`src/rtl/vagu_pkg.sv`:
```
package vagu_pkg;
  typedef enum logic {
    AGU_STRIDED = 1'b0,
    AGU_INDEXED = 1'b1
  } agu_mode_e;
endpackage

```
`src/rtl/vagu_ctrl.sv`:
```
module vagu_ctrl #(
  parameter int MAXLEN = 64,
  localparam int LEN_W = $clog2(MAXLEN + 1),
  localparam int EW    = $clog2(MAXLEN)
) (
  input  logic             clk,
  input  logic             rst_n,
  input  logic             start,
  input  logic [LEN_W-1:0] vlen,
  input  logic             issue,
  output logic             start_acc,
  output logic             busy,
  output logic             done,
  output logic [EW-1:0]    elem
);
  logic [LEN_W-1:0] len_q, cnt_q;
  logic             busy_q, done_q;
  logic             last;

  function automatic logic [LEN_W-1:0] clamp_len(input logic [LEN_W-1:0] v);
    return (v > LEN_W'(MAXLEN)) ? LEN_W'(MAXLEN) : v;
  endfunction

  assign start_acc = start && !busy_q;
  assign last      = (cnt_q == len_q - LEN_W'(1));

  always_ff @(posedge clk) begin
    if (!rst_n) begin
      busy_q <= 1'b0;
      done_q <= 1'b0;
      len_q  <= '0;
      cnt_q  <= '0;
    end else begin
      done_q <= 1'b0;
      if (start_acc) begin
        len_q <= clamp_len(vlen);
        cnt_q <= '0;
        if (clamp_len(vlen) == '0) done_q <= 1'b1;
        else                       busy_q <= 1'b1;
      end else if (issue) begin
        if (last) begin
          busy_q <= 1'b0;
          done_q <= 1'b1;
        end else begin
          cnt_q <= cnt_q + LEN_W'(1);
        end
      end
    end
  end

  assign busy = busy_q;
  assign done = done_q;
  assign elem = cnt_q[EW-1:0];
endmodule

```
`src/rtl/vagu_addr.sv`:
```
module vagu_addr
  import vagu_pkg::*;
#(
  parameter int ADDR_W = 32,
  parameter int IDX_W  = 16
) (
  input  logic              clk,
  input  logic              rst_n,
  input  logic              start_acc,
  input  logic              issue,
  input  logic              mode_in,
  input  logic [ADDR_W-1:0] base_in,
  input  logic [ADDR_W-1:0] stride_in,
  input  logic [IDX_W-1:0]  idx_val,
  output logic [ADDR_W-1:0] addr
);
  agu_mode_e         mode_q;
  logic [ADDR_W-1:0] base_q, stride_q, cur_q;

  function automatic logic [ADDR_W-1:0] stride_next(input logic [ADDR_W-1:0] a,
                                                     input logic [ADDR_W-1:0] s);
    return a + s;
  endfunction

  function automatic logic [ADDR_W-1:0] index_addr(input logic [ADDR_W-1:0] b,
                                                    input logic [IDX_W-1:0]  i);
    return b + ADDR_W'(i);
  endfunction

  always_ff @(posedge clk) begin
    if (!rst_n) begin
      mode_q   <= AGU_STRIDED;
      base_q   <= '0;
      stride_q <= '0;
      cur_q    <= '0;
    end else if (start_acc) begin
      mode_q   <= agu_mode_e'(mode_in);
      base_q   <= base_in;
      stride_q <= stride_in;
      cur_q    <= base_in;
    end else if (issue && mode_q == AGU_STRIDED) begin
      cur_q <= stride_next(cur_q, stride_q);
    end
  end

  assign addr = (mode_q == AGU_INDEXED) ? index_addr(base_q, idx_val) : cur_q;
endmodule

```
`src/rtl/vagu_banks.sv`:
```
module vagu_banks #(
  parameter int NBANK    = 16,
  parameter int BANK_LAT = 11,
  localparam int BW = $clog2(NBANK),
  localparam int TW = $clog2(BANK_LAT + 1)
) (
  input  logic             clk,
  input  logic             rst_n,
  input  logic             issue,
  input  logic [BW-1:0]    issue_bank,
  output logic [NBANK-1:0] bank_free
);
  for (genvar g = 0; g < NBANK; g++) begin : g_bank
    logic [TW-1:0] left_q;
    always_ff @(posedge clk) begin
      if (!rst_n)                                left_q <= '0;
      else if (issue && issue_bank == BW'(g))    left_q <= TW'(BANK_LAT - 1);
      else if (left_q != '0)                     left_q <= left_q - TW'(1);
    end
    assign bank_free[g] = (left_q == '0);
  end
endmodule

```
`src/rtl/vec_agu.sv`:
```
module vec_agu #(
  parameter int ADDR_W   = 32,
  parameter int IDX_W    = 16,
  parameter int NBANK    = 16,
  parameter int BANK_LAT = 11,
  parameter int MAXLEN   = 64,
  localparam int BW    = $clog2(NBANK),
  localparam int EW    = $clog2(MAXLEN),
  localparam int LEN_W = $clog2(MAXLEN + 1)
) (
  input  logic              clk,
  input  logic              rst_n,
  input  logic              start,
  input  logic              mode_index,
  input  logic [ADDR_W-1:0] base_addr,
  input  logic [ADDR_W-1:0] stride,
  input  logic [LEN_W-1:0]  vlen,
  output logic [EW-1:0]     idx_sel,
  input  logic [IDX_W-1:0]  idx_val,
  output logic              req_valid,
  output logic [ADDR_W-1:0] req_addr,
  output logic [BW-1:0]     req_bank,
  output logic [EW-1:0]     req_elem,
  output logic              busy,
  output logic              done
);
  logic             start_acc;
  logic             issue;
  logic [EW-1:0]    elem;
  logic [ADDR_W-1:0] addr;
  logic [BW-1:0]    bank;
  logic [NBANK-1:0] bank_free;

  function automatic logic [BW-1:0] bank_of(input logic [ADDR_W-1:0] a);
    return a[BW-1:0];
  endfunction

  vagu_ctrl #(.MAXLEN(MAXLEN)) u_ctrl (
    .clk(clk), .rst_n(rst_n), .start(start), .vlen(vlen), .issue(issue),
    .start_acc(start_acc), .busy(busy), .done(done), .elem(elem)
  );

  vagu_addr #(.ADDR_W(ADDR_W), .IDX_W(IDX_W)) u_addr (
    .clk(clk), .rst_n(rst_n), .start_acc(start_acc), .issue(issue),
    .mode_in(mode_index), .base_in(base_addr), .stride_in(stride),
    .idx_val(idx_val), .addr(addr)
  );

  vagu_banks #(.NBANK(NBANK), .BANK_LAT(BANK_LAT)) u_banks (
    .clk(clk), .rst_n(rst_n), .issue(issue), .issue_bank(bank),
    .bank_free(bank_free)
  );

  assign bank      = bank_of(addr);
  assign issue     = busy && bank_free[bank];
  assign idx_sel   = elem;
  assign req_valid = issue;
  assign req_addr  = addr;
  assign req_bank  = bank;
  assign req_elem  = elem;
endmodule

```
`config.mk`:
```
export PLATFORM = sky130hd
export DESIGN_NAME = vec_agu
export DESIGN_NICKNAME = d
export VERILOG_FILES = /design/src/rtl/vagu_pkg.sv /design/src/rtl/vagu_ctrl.sv /design/src/rtl/vagu_addr.sv /design/src/rtl/vagu_banks.sv /design/src/rtl/vec_agu.sv
export SDC_FILE = /design/constraint.sdc
export NUM_CORES = 1
export LEC_CHECK = 0
export BUFFER_PORTS_ARGS = -buffer_cell sky130_fd_sc_hd__buf_2
export CAP_MARGIN = 5
export CORE_MARGIN = 5
export CORE_UTILIZATION = 35
export DETAILED_ROUTE_END_ITERATION = 16
export HOLD_SLACK_MARGIN = 0.1
export PLACE_DENSITY = 0.65
export SYNTH_ARGS = -nofsm -noshare
export SYNTH_HDL_FRONTEND = slang
export SYNTH_SLANG_ARGS = --single-unit
```
`constraint.sdc`:
```
create_clock -name clk -period 3.48 [get_ports clk]
set_input_delay 0.696 -clock clk [delete_from_list [all_inputs] [get_ports clk]]
set_output_delay 0.696 -clock clk [all_outputs]
set_load 0.03 [all_outputs]
```
==> metrics.yaml <==
vdd_drop_max_mv: 0.2526
synthXorXnorAreaFrac: 0.05875
clk_pin_slew_ns: 0.06
cts_buffers: 17
hp-class: "reg2reg"
startpoint_type: "primary input"
seq_area_frac_synth: 0.3466
cts_tree: "done"
mostFrequentLayoutCells: "nand2_1 (237), a21oi_1 (207), dfxtp_1 (174)"
grt_util_all_layers: 0.1759
num_io_pins: 142
period_needed_ns: 3.921
crit_buf_inv: 3
cp-end-kind: "output pin"
synth_area_um2: 10220
root_buffer: "clkbuf_16"
worst_path_max_delay_cell: "a221oi_4"
drc: 0
violations: "negative setup slack"
synthArstFlopShare: 0
crit_path_frequent_cell: "o21ai_2"
place.gp.congestion: 0.8794
synth_cells: 1323
grt_pass1_vias: 9582
start_util: 0.3552
fin_nets: 1624
antenna_cells: 0
cts_sinks: 177
fill_cells: 2835
fmaxAchievable_ghz: 0.2551
critPathRequiredTime_ns: 2.78
worstSkewPairLatency_ns: 0.43
ys_seq_elements: 177
placed_area_um2: 11710
drive_gt1_frac: 0.2274
die_height_um: 180.9
rsz0062_at_grt: "true"
place_hpwl_mm: 21.36
dr.pass1.iters: 5
power.density_nw_per_um2: 448.0
tightest_slew_ns: 0.6330
tns_ns: -6.414
final_area_um2: 12880
crit_family: "compound AO/OA/AOI/OAI gates"
drt-initial-drc-count: 722
synth_edf_count: 0
crit_chain: "buf_8 -> ha_4 -> a21o_1 -> a211oi_2 -> o21a_1 -> o21ai_2 -> a221oi_4 -> o21ai_2 -> o41ai_4 -> buf_12 -> nor2b_4 -> xnor2_2 -> a21oi_2 -> buf_6"
post-place-ws_ns: -0.5570
routedWlPerCell_um: 15.89
r2r_start: "u_addr.base_q[0]"
r2r_slack_ns: 0.16
min_period_over_period: 1.127
slew_headroom: 0.5780
synth_fa_ha_area_frac: 0.06389
hold_path_end: "u_addr.base_q[3]"
cp.arrival_ns: 3.22
area_growth_pct: 25.96
drt-total-wl_mm: 29.85
holdWs_ns: 0.4614
grt_pass1_wl_mm: 47.84
muxShareOfSynthArea: 0.03635
dieWidth_um: 180.9
synth_top_family_by_area: "simple AND/OR/NAND/NOR gates"
ctsHtreeMaxLevel: 4
grt_antenna_before_repair: 1
cp_max_fo: 8
hold_buffers: 0
hold_depth: 2
worstHoldStart: "u_addr.base_q[3]"
r2r-end: "u_addr.cur_q[25]"
path_class: "in2out"
multi_input_area_um2: 6626
run_status: "finished, violations left"
finalHoldViolCount: 0
avgSynthCellArea_um2: 7.727
ys_types: 73
p_sw_w: 0.001791
fp.dieArea_um2: 32720
crit_start: "idx_val[1]"
power_leakage_nw: 5.214
cellInternalPower_w: 0.003978
comb_power_share: 0.245
ys.flop_type: "dfxtp_1"
setup_violations: 22
p_sw_frac: 0.3104
seq_power_share: 0.387
synth.net_count: 1465
r2r_cells: 18
clock_path_buffers: 2
seq_area_um2: 3547
grt-ovfl-total: 0
layout_commonest_cell: "nand2_1"
final-max-slew-violation-count: 0
layout_setup_ws_ns: -0.4407
slowest_delay_ns: 0.29
num_vias: 10010
rows: 62
vias_per_cell: 5.327
fin_skew_ns: 0.01175
ant_nets: 0
synthSimpleGateAreaFrac: 0.2394
grt_max_degree: 109
port_buffers: 141
ys_warn_count: 0
p_clk_frac: 0.368
synth_compound_area_frac: 0.2125
core_area_um2: 28780
cap_violations: 0
[state kept, by name (all words and copies together) (netlist names)]
name / cells
u_addr.cur_q: 32
u_ctrl.busy: 1
u_ctrl.done: 1
u_addr.stride_q: 32
u_addr.base_q: 32
u_ctrl.len_q: 7
u_ctrl.cnt_q: 7
u_banks.g_bank.left_q: 64
u_addr.mode_q: 1
[power groups by stage]
stage                     Combinational (W)  Sequential (W)  Clock, W
after global placement              0.00126         0.00227         0
after global routing                0.00154         0.00225   0.00224
final                               0.00142         0.00223   0.00212
after detailed placement            0.00128         0.00227         0
after CTS                           0.00137         0.00223   0.00216
after floorplan                    0.000886         0.00225         0
[routing by layer]
metal,up-vias,part of all wire,GRT usage
met4,2,0.018,0.05112
met5,-,0.00044,0
met2,234,0.48,0.2923
li1,4988,-,-
met1,4753,0.46,0.2326
met3,33,0.041,0.03439
[cell families (layout without fill, tap and decap cells)]
logic type | count (synthesis) | in the layout
buffers and inverters | 93 | 265
XOR/XNOR | 67 | 67
AO/OA/AOI/OAI | 379 | 379
multiplexers | 34 | 34
flip-flops | 177 | 177
AND/OR/NAND/NOR | 522 | 522
adder cells (fa/ha/maj) | 51 | 51
[cell usage after synthesis (all sizes together), types with 4 or more instances]
| master | instances | area [µm²] |
|---|---|---|
| a21o | 12 | 90.09 |
| mux2 | 22 | 247.7 |
| or4b | 4 | 40.04 |
| inv | 24 | 90.08 |
| dfxtp | 177 | 3543 |
| nand2b | 16 | 100.1 |
| a31oi | 13 | 81.33 |
| nor4 | 19 | 125.1 |
| o21bai | 5 | 37.54 |
| nand4 | 10 | 62.56 |
| nand2 | 240 | 903.4 |
| clkbuf | 40 | 150.1 |
| nand3b | 19 | 146.4 |
| and3 | 8 | 50.05 |
| a21oi | 230 | 1162 |
| o21ai | 68 | 340.3 |
| nor2 | 88 | 337.8 |
| o31ai | 9 | 67.56 |
| and2 | 5 | 31.28 |
| o21a | 10 | 75.07 |
| mux2i | 12 | 123.9 |
| a211oi | 9 | 82.58 |
| ha | 49 | 613.1 |
| nor3 | 62 | 315.3 |
| xnor2 | 49 | 429.2 |
| nor3b | 8 | 60.06 |
| xor2 | 17 | 148.9 |
| nor2b | 16 | 100.1 |
| nand3 | 14 | 70.07 |
| buf | 29 | 193.9 |
[how the worst max path moves through the flow]
stage / endpoint / slack [ns] / depth (start not counted)
global route: req_addr[21] / -0.54 / 14
global placement: req_addr[31] / -0.50 / 14
detailed placement: req_addr[22] / -0.56 / 16
floorplan: req_addr[27] / -0.26 / 11
finish: req_addr[17] / -0.44 / 14
CTS: req_addr[17] / -0.43 / 14
[worst min-delay path, cell delays in order (launching register included)]
cell and delay [ns]:
dfxtp_1 0.31, nand2_1 0.05, a21oi_1 0.05
[cell type report]
cell class / count / area share
Clock buffer: 19 / 0.03440
Clock inverter: 13 / 0.01535
Inverter: 24 / 0.007191
Multi-Input combinational cell: 1053 / 0.5146
Sequential cell: 177 / 0.2755
Tap cell: 384 / 0.03731
Timing Repair Buffer: 209 / 0.1156
[per-stage QoR]
stage | total power, W | util | std cells
3_3_place_gp | 0.003532 | 0.4069 | 1833
5_1_grt | 0.006026 | 0.4474 | 1879
3_5_place_dp | 0.003550 | 0.4069 | 1833
4_1_cts | 0.005760 | 0.4415 | 1871
6_report | 0.005769 | 0.4474 | 1879
2_1_floorplan | 0.003132 | - | 1323
[timing repair]
action | 4_1_cts | 5_1_grt
cloned | 0 | 0
resized for setup | 88 | 18
setup buffers | 6 | 9
endpoints found under the setup margin | 24 | 36
pin swaps | 42 | 29
Power figures use the tool's default switching activity.
